===== config.mk =====
export PLATFORM = sky130hd
export DESIGN_NAME = perf_event_pair
export DESIGN_NICKNAME = d
export VERILOG_FILES = /design/src/rtl/perf_event_pair.sv
export SDC_FILE = /design/constraint.sdc
export NUM_CORES = 1
export LEC_CHECK = 0
export ABC_AREA = 1
export BUFFER_PORTS_ARGS = -buffer_cell sky130_fd_sc_hd__buf_4
export CORE_MARGIN = 2
export CORE_UTILIZATION = 35
export CTS_CLUSTER_DIAMETER = 150
export CTS_CLUSTER_SIZE = 25
export DETAILED_ROUTE_END_ITERATION = 12
export GPL_TIMING_DRIVEN = 0
export MAX_ROUTING_LAYER = met4
export PLACE_DENSITY = 0.51
export SYNTH_ARGS = -nofsm -noshare
export SYNTH_HDL_FRONTEND = slang
export SYNTH_SLANG_ARGS = --single-unit

===== constraint.sdc =====
create_clock -name clk -period 2.9 [get_ports clk]
set_clock_uncertainty 0.2 [all_clocks]
set_input_delay 0.29 -clock clk [delete_from_list [all_inputs] [get_ports clk]]
set_output_delay 0.29 -clock clk [all_outputs]
set_load 0.03 [all_outputs]

===== src/rtl/perf_event_pair.sv =====
`timescale 1ns/1ps
module perf_event_pair #(
  parameter int CNT_W = 32
) (
  input  logic        clk,
  input  logic        rst_n,
  input  logic        priv_sup,
  input  logic        ev_retire,
  input  logic        ev_squash,
  input  logic        ev_stall_ifetch,
  input  logic        ev_stall_load,
  input  logic        ev_stall_fp,
  input  logic        ic_ref,
  input  logic        ic_hit,
  input  logic        dc_rd_ref,
  input  logic        dc_rd_hit,
  input  logic        l2_ref,
  input  logic        l2_hit,
  input  logic        bus_wr,
  input  logic [1:0]  bus_addr,
  input  logic [31:0] bus_wdata,
  output logic [31:0] bus_rdata
);
  localparam int SEL_W = 4;
  localparam logic [1:0] A_CTRL = 2'd0, A_CNT0 = 2'd1, A_CNT1 = 2'd2;

  logic [SEL_W-1:0] sel0, sel1;
  logic             user_en, sup_en, ovf0, ovf1;
  logic [CNT_W-1:0] cnt0, cnt1;
  logic             hit0, hit1;

  logic count_ok, insn_ok, fp_ok;
  logic wr_ctrl, wr_c0, wr_c1, inc0, inc1, wrap0, wrap1;

  assign count_ok = priv_sup ? sup_en : user_en;
  assign insn_ok  = ev_retire & ~ev_squash;
  assign fp_ok    = ev_stall_fp & ~ev_stall_load;

  always_comb begin
    case (sel0)
      4'd0:    hit0 = 1'b1;
      4'd1:    hit0 = insn_ok;
      4'd2:    hit0 = ev_stall_ifetch;
      4'd3:    hit0 = ev_stall_load;
      4'd4:    hit0 = ic_ref;
      4'd5:    hit0 = dc_rd_ref;
      4'd6:    hit0 = l2_ref;
      default: hit0 = 1'b0;
    endcase
    case (sel1)
      4'd0:    hit1 = 1'b1;
      4'd1:    hit1 = insn_ok;
      4'd2:    hit1 = fp_ok;
      4'd4:    hit1 = ic_hit;
      4'd5:    hit1 = dc_rd_hit;
      4'd6:    hit1 = l2_hit;
      default: hit1 = 1'b0;
    endcase
  end

  assign wr_ctrl = bus_wr && (bus_addr == A_CTRL);
  assign wr_c0   = bus_wr && (bus_addr == A_CNT0);
  assign wr_c1   = bus_wr && (bus_addr == A_CNT1);
  assign inc0    = count_ok & hit0;
  assign inc1    = count_ok & hit1;
  assign wrap0   = inc0 & ~wr_c0 & (&cnt0);
  assign wrap1   = inc1 & ~wr_c1 & (&cnt1);

  always_ff @(posedge clk) begin
    if (!rst_n) begin
      cnt0 <= '0;
      cnt1 <= '0;
    end else begin
      if (wr_c0)     cnt0 <= bus_wdata[CNT_W-1:0];
      else if (inc0) cnt0 <= cnt0 + 1'b1;
      if (wr_c1)     cnt1 <= bus_wdata[CNT_W-1:0];
      else if (inc1) cnt1 <= cnt1 + 1'b1;
    end
  end

  always_ff @(posedge clk) begin
    if (!rst_n) begin
      sel0    <= 4'd0;
      sel1    <= 4'd1;
      user_en <= 1'b1;
      sup_en  <= 1'b0;
      ovf0    <= 1'b0;
      ovf1    <= 1'b0;
    end else begin
      if (wr_ctrl) begin
        sel0    <= bus_wdata[3:0];
        sel1    <= bus_wdata[7:4];
        user_en <= bus_wdata[8];
        sup_en  <= bus_wdata[9];
      end
      ovf0 <= wrap0 | (ovf0 & ~wr_ctrl);
      ovf1 <= wrap1 | (ovf1 & ~wr_ctrl);
    end
  end

  always_comb begin
    case (bus_addr)
      A_CTRL:  bus_rdata = {14'd0, ovf1, ovf0, 6'd0, sup_en, user_en, sel1, sel0};
      A_CNT0:  bus_rdata = 32'(cnt0);
      A_CNT1:  bus_rdata = 32'(cnt1);
      default: bus_rdata = 32'd0;
    endcase
  end
endmodule



==> impl.org, run 1 <==
** Floorplanning
- The floorplan step set the die width to between 100 and 150 um.
- The die covers between 0.015 and 0.02 mm2.
- Initial Util :: between 30% and 40%
- Die outline height :: roughly 130 um
- The floorplan has 47 rows.
- For this design the top-level I/O count stands at 81.
- CORE AREA :: between 0.015 and 0.02 mm2

** Yosys
- Top_reg_cell synth :: dfxtp_1
- In this run the cell area of the synthesized design comes to 0.00590 mm2.
- The cell count after synthesis came out at roughly 1.1k.
- Yosys synthesis warning count :: 0
- Of the synthesized area, sequential elements account for approximately a quarter.
- Number of nets in the synthesized netlist :: about 1.1k
- The synthesized design contains 0 enable-type register cells.
- In the synthesized netlist the async set-or-reset flop fraction comes to 0%.
- Yosys mapped the design onto 33 distinct sky130hd cell types.
- Flip-flop and latch count after synthesis :: 76
- After synthesis, the mean cell area works out to 5.61 um2.

** CTS
- TritonCTS built the clock tree.
- Hold-fix buffers, CTS :: 2
- After clock tree synthesis, the setup repair step added 0 buffers.
- Max clock buf depth :: 2
- Clk pin slew, worst setup/hold paths :: 0.06 ns
- Clock latency of the later-clocked register in the worst-skew pair :: 0.35 ns
- Clock tree sinks :: 76
- Clock tree synthesis selected as its root buffer the cell clkbuf_16.
- Counting the buffers created by CTS gives 9.
- Number of cells upsized or downsized after cts :: 0
- H-tree depth :: 3

** Worst setup path
- Counting both buffers and inverters, the worst setup path holds a total of 5.
- STA classifies the critical path endpoint as a primary output.
- For this run, the slowest stage of the critical path takes 0.39 ns.
- The worst setup path is of the in -> out kind.
- Data on the critical path is required at its endpoint by about 2.4 ns.
- Data arrival time of the critical path :: around 1.8 ns
- Traced cell by cell, the critical path runs through buf_4 > nor2_1 > buf_2 > inv_1 > clkbuf_1 > o21ai_0 > buf_4.
- Along the worst path, the maximum fanout reaches 10.
- Cell family with most CP delay :: buffers and inverters
- Element type at the critical path start :: input port
- Crit-path most repeated cell :: buf_4
- The largest individual stage delay along the critical path comes from the cell o21ai_0.

** Global routing
- Global-route wire length before repair :: between 30 and 40 mm
- The initial antenna violation count was 0.
- Across every metal layer, demand over resource in global routing totals ~27%.
- Vias in the first global route :: 6,130
- Entering global routing, the biggest net connects 12 pins.
- Residual overflow from global routing :: 0

** Finish
- Antenna diode instance count :: 0
- Leading cell types in the layout, fill and taps excluded :: nand2_1, nor2_1, inv_1, nand3_1, buf_4
- Post-layout nets :: ~1.2k
- Proportion of layout cells with a drive suffix above 1 :: between 10% and 20%
- Fraction of the core area covered by cells at the end of the flow :: around 43%
- From synthesis to final layout, the design area changed by 20.0%.
- The library cell used most frequently in the layout, excluding fill and tap cells, is nand2_1.

** Status
- Run status :: completed

** Routing
- Detailed-route DRC error count :: 0
- Across all layers, the routed design uses 6,790 vias.
- DR vias/cell :: 4.96
- WL final :: between 20 and 25 mm
- The first detailed-routing pass ran for 5 iterations.
- The detailed router finished its first iteration with 454 violations.
- The count of nets left with antenna violations once routing finished came out at 0.
- WL per Instance :: between 15 and 20 um

** Worst hold path
- The path class of the tightest hold or removal check is in -> reg.

** Pwr
- Summed over all cells, the static leakage comes to ~2.9 nW.
- VDD sags by at most a little under 0.0003 V.
- For this design the ratio of total power to cell area is ~400 mW/mm2.

** Timing
- The final critical path takes up 79.9% of the cycle.
- Derived from the worst setup path, the maximum achievable clock frequency is roughly 0.43 GHz.
- The smallest clock period supported by the final layout is computed as between 2 and 2.5 ns.
- Slew at the pin with the worst max-slew slack :: 0.701 ns
- The count of final max-slew check failures came to 0.
- Relative slew slack :: roughly 53%
- Setup violations remaining at the end of the flow were counted as 0.
- Hold Violations, Final :: 0
- After routing, the total negative slack on setup checks comes to 0 ns.
- Final critical-path setup slack :: between 0.5 and 0.6 ns
- Setup repair after global routing left no endpoint under its margin.

** Job
- Across the run, the number of max-cap violations was 0.

** Placement
- Detailed placement HPWL :: 18.9 mm
- Buffers placed on the I/O ports in this run total 80.
- OpenSTA, run right after detailed placement, puts the worst setup slack at between 0.5 and 0.6 ns.
- Routability-driven placement finished with a final weighted congestion of between 0.9 and 1.
-- report_power, final --
part,switching [mW],internal (mW),total (mW)
registers,0.0615,1.09,1.15
logic,0.358,0.185,0.544
clock network,0.467,0.686,1.15
total,0.887,1.96,2.85
-- Yosys cell counts, types with 5 or more instances --
cell	count	share of area, %
a21oi_1	45	3.8
a21oi_2	9	1.3
buf_2	14	1.2
clkbuf_1	12	0.76
dfxtp_1	76	26
inv_1	108	6.9
inv_2	7	0.45
nand2_1	361	23
nand2_2	15	1.6
nand3_1	92	7.8
nor2_1	189	12
nor2_2	12	1.3
nor2_4	10	1.9
o211ai_1	6	0.76
o21ai_0	26	2.2
o221ai_1	5	0.74
o22ai_1	16	1.7
xor2_1	19	2.8
-- area by class of cell --
class | count | area [um2]
fillers | 1904 | 9440
clock inverters | 2 | 35.0
clock buffers | 13 | 250
multi-input cells | 825 | 3770
well taps | 220 | 275
flip-flops and latches | 76 | 1520
plain buffers | 34 | 168
inverters | 118 | 443
repair buffers | 82 | 621
-- sequential cells by signal, indices dropped and copies added (netlist names) --
register / count
user_en: 1
sel1: 4
ovf0: 1
cnt1: 32
cnt0: 32
sup_en: 1
ovf1: 1
sel0: 4
-- tightest hold or removal path, stage by stage --
cell and delay [ns]:
buf_4 0.14, o21ai_0 0.07, a21oi_1 0.04
-- worst paths after layout --
kind | startpoint | end | slack [ns] | depth (start not counted)
worst max-delay path | bus_addr[0] | bus_rdata[15] | 0.58 | 7
worst max register to register | cnt1[0] | cnt1[20] | 0.82 | 12
worst min register to register | ovf1 | ovf1 | 0.28 | 2
worst min-delay path | rst_n | sup_en | 0.04 | 3
-- logic make-up after synthesis --
| kind of cell | Yosys count | synth area share (%) |
|---|---|---|
| adder cells (fa/ha/maj) | 2 | 0.424 |
| flip-flops | 76 | 25.8 |
| buffers and inverters | 152 | 10.3 |
| AND/OR/NAND/NOR | 689 | 49.1 |
| AO/OA/AOI/OAI | 111 | 11.0 |
| XOR/XNOR | 23 | 3.41 |
-- routing by layer --
layer / global-route usage, % / part of all wire (%) / vias up
li1: - / - / 3483
met1: 38.3 / 48 / 3095
met2: 42.0 / 45 / 192
met3: 4.35 / 5.5 / 20
met4: 5.91 / 1.6 / 0
met5: - / 0 / -
-- stage by stage --
step | cells | cell area [um2] | hold slack (ns) | power (mW)
detailed placement | 1353 | 6780 | 0.267 | 1.71
CTS | 1370 | 7090 | 0.0311 | 2.88
floorplan | 1053 | 5900 | 0.216 | 1.48
global placement | 1353 | 6780 | 0.265 | 1.71
finish | 1370 | 7090 | 0.0432 | 2.85
global route | 1370 | 7090 | 0.0421 | 2.98
Power figures use the tool's default switching activity.
==> run 2: changes to the inputs <==
Clock period 2.9 ns to 2.3 ns, I/O delays scaled along.
==> impl.org, run 2 (synthesis results as in run 1) <==
** Placement
- Prior to clock tree synthesis, the placed netlist has a worst setup slack of around 0.089 ns.
- Routability-driven placement finished with a final weighted congestion of between 0.9 and 1.
- Number of placed instances, taps included :: 1,353
- Input and output buffers added on the ports amount to 80.
- Detailed placement HPWL :: between 15 and 20 mm

** CTS
- After clock tree synthesis, the clock-pin slew on the worst setup and hold paths is 0.06 ns.
- Root Buffer Master :: clkbuf_16
- The clock passes through at most 2 buffers.
- The tree built by TritonCTS fans out to between 70 and 80 sinks.
- Clock latency of the later-clocked register in the worst-skew pair :: around 0.35 ns
- TritonCTS built the clock tree.
- The H-tree was split into 3 levels.
- Number of CTS-inserted buffers :: 9

** Timing
- Peak Freq :: approximately 0.46 GHz
- RSZ-0062 raised after global routing :: no
- Measured against its own limit, the worst slew margin works out to a little over half.
- The count of final max-slew check failures is 0.
- Count of endpoints failing setup in the final report :: 0
- Hold Violations, Final :: 0
- Across all setup checks in the final design, the least slack found is approximately 0.11 ns.
- Setup total negative slack on the finished layout was measured at 0 ns.
- Fin crit period :: ~2.2 ns
- Slew at the pin with the worst max-slew slack :: between 0.6 and 0.7 ns
- The final critical path takes up between 90 and 100% of the cycle.

** Global routing
- For this run, the total global-route usage over all layers was measured as 27.5%.
- The initial antenna violation count came to 0.
- The via count of the first global-routing pass is ~6k.
- Entering global routing, the biggest net connects 12 pins.
- After global routing the overflow that remains totals 0.
- The first global-routing pass estimated approximately 36 mm of wire.

** Finish
- Once layout is complete, the utilization of the core stands at between 40% and 50%.
- Layout overhead on the synthesized area :: 21.0%
- Largest registers :: cnt0 x32, cnt1 x32
- Antenna diode instance count :: 0
- The filler cells instantiated in the layout total approximately 1.9k.
- Commonest non-fill, non-tap cell in the layout :: nand2_1
- The count of cells in the finished layout, fillers not included, comes to 1,376.
- The final layout contains 1,203 nets.
- Proportion of layout cells with a drive suffix above 1 :: between 10% and 20%
- The top cell types in the final layout, fill and taps aside, are nand2_1, nor2_1, inv_1, nand3_1, buf_4.

** Floorplanning
- The core region is ~0.017 mm2.
- Chip width :: approximately 130 um
- Measured along the y axis, the die boundary spans about 130 um.
- The floorplan has between 40 and 50 rows.
- Top-Level Pins :: between 80 and 90
- Initial Util :: 35.7%
- The floorplan step defined a die boundary enclosing 0.0179 mm2.

** Worst setup path
- Highest fanout seen on the critical path :: 10
- STA classifies the critical path endpoint as a primary output.
- By startpoint and endpoint, the worst setup path is classified as in -> out.
- STA classifies the critical path startpoint as an input port.
- Required time at the endpoint of the critical path :: 1.87 ns
- At the worst endpoint, the arrival time is between 1.5 and 2 ns.

** Pwr
- Peak supply drop :: around 0.00036 V
- In this run the static leakage power is around 3 nW.
- Net load switching power :: about 1.1 mW
- Power spread over the standard cell area amounts to ~510 mW/mm2.
- The internal power of the cells totals between 2 and 2.5 mW.
- Register share of total power :: 40.2%
- Switching power share of the total :: a little under a third
- Of the total power, the clock network draws 40.6%.
- Combinational logic burns about a fifth of the power.

** Status
- Run status :: completed

** Routing
- For this block, the initial DRC count from the detailed router was ~490.
- After detailed routing, the number of vias per cell comes to 4.95.
- WL final :: 23.6 mm
- In this run the remaining antenna-violating nets after routing total 0.
- The first TritonRoute pass finished after 5 iterations.
- Detailed-route DRC error count :: 0
- WL per Instance :: 17.2 um
- Summing over every cut layer, the via total after detailed routing is roughly 6.8k.

** Worst hold path
- Min-Delay Path Class :: in -> reg

** Job
- Max-cap violations in this run came to 0.
run 2: power by group through the flow:
| stage | logic [mW] | clock network [mW] | registers (mW) |
|---|---|---|---|
| 5_1_grt | 0.758 | 1.55 | 1.46 |
| 4_1_cts | 0.692 | 1.49 | 1.45 |
| 3_3_place_gp | 0.679 | 0 | 1.48 |
| 3_5_place_dp | 0.679 | 0 | 1.48 |
| 2_1_floorplan | 0.418 | 0 | 1.45 |
| 6_report | 0.694 | 1.46 | 1.45 |
run 2: worst max-delay path: stages:
cell      delay [ns]
buf_4           0.12
inv_2           0.03
nor2_1          0.13
buf_2           0.23
inv_1           0.13
clkbuf_1        0.27
o21ai_0         0.39
buf_4           0.23
run 2: layer usage:
layer  wire [um]  track usage, %  vias to the layer above  part of all wire (%)
met5           0               -                        -                     0
met1       11400            38.4                     3118                    48
met2       10600            42.0                      178                    45
met3        1240            4.35                       19                   5.3
met4         355            5.91                        0                   1.5
li1            -               -                     3494                     -
run 2: worst paths after layout:
kind	start	end	slack [ns]	cells after the start
worst max-delay path	bus_addr[1]	bus_rdata[13]	0.11	8
worst min-delay path	bus_wdata[2]	sel0[2]	0.01	3
worst max register to register	cnt1[0]	cnt1[20]	0.24	12
worst min register to register	ovf1	ovf1	0.28	2
run 2: repair_timing:
item                       4_1_cts  5_1_grt
buffers inserted                 0        0
resized for setup                0        0
setup endpoints to repair        0        0
hold endpoints to repair        10        0
hold buffers                     8        0
run 2: area by class of cell:
class | instances | area [um2] | area share (%)
Tap cell | 220 | 275 | 3.85
Multi-Input combinational cell | 825 | 3770 | 52.8
Buffer | 34 | 168 | 2.35
Clock buffer | 13 | 250 | 3.50
Timing Repair Buffer | 88 | 681 | 9.53
Inverter | 118 | 443 | 6.20
Sequential cell | 76 | 1520 | 21.3
Clock inverter | 2 | 35.0 | 0.490
run 2: metrics by stage:
step	cell area, um2	total power [mW]	hold slack, ns
3_5_place_dp	6780	2.16	0.267
2_1_floorplan	5900	1.87	0.156
5_1_grt	7150	3.77	0.0369
4_1_cts	7150	3.63	0.00118
6_report	7150	3.61	0.0121
3_3_place_gp	6780	2.16	0.265
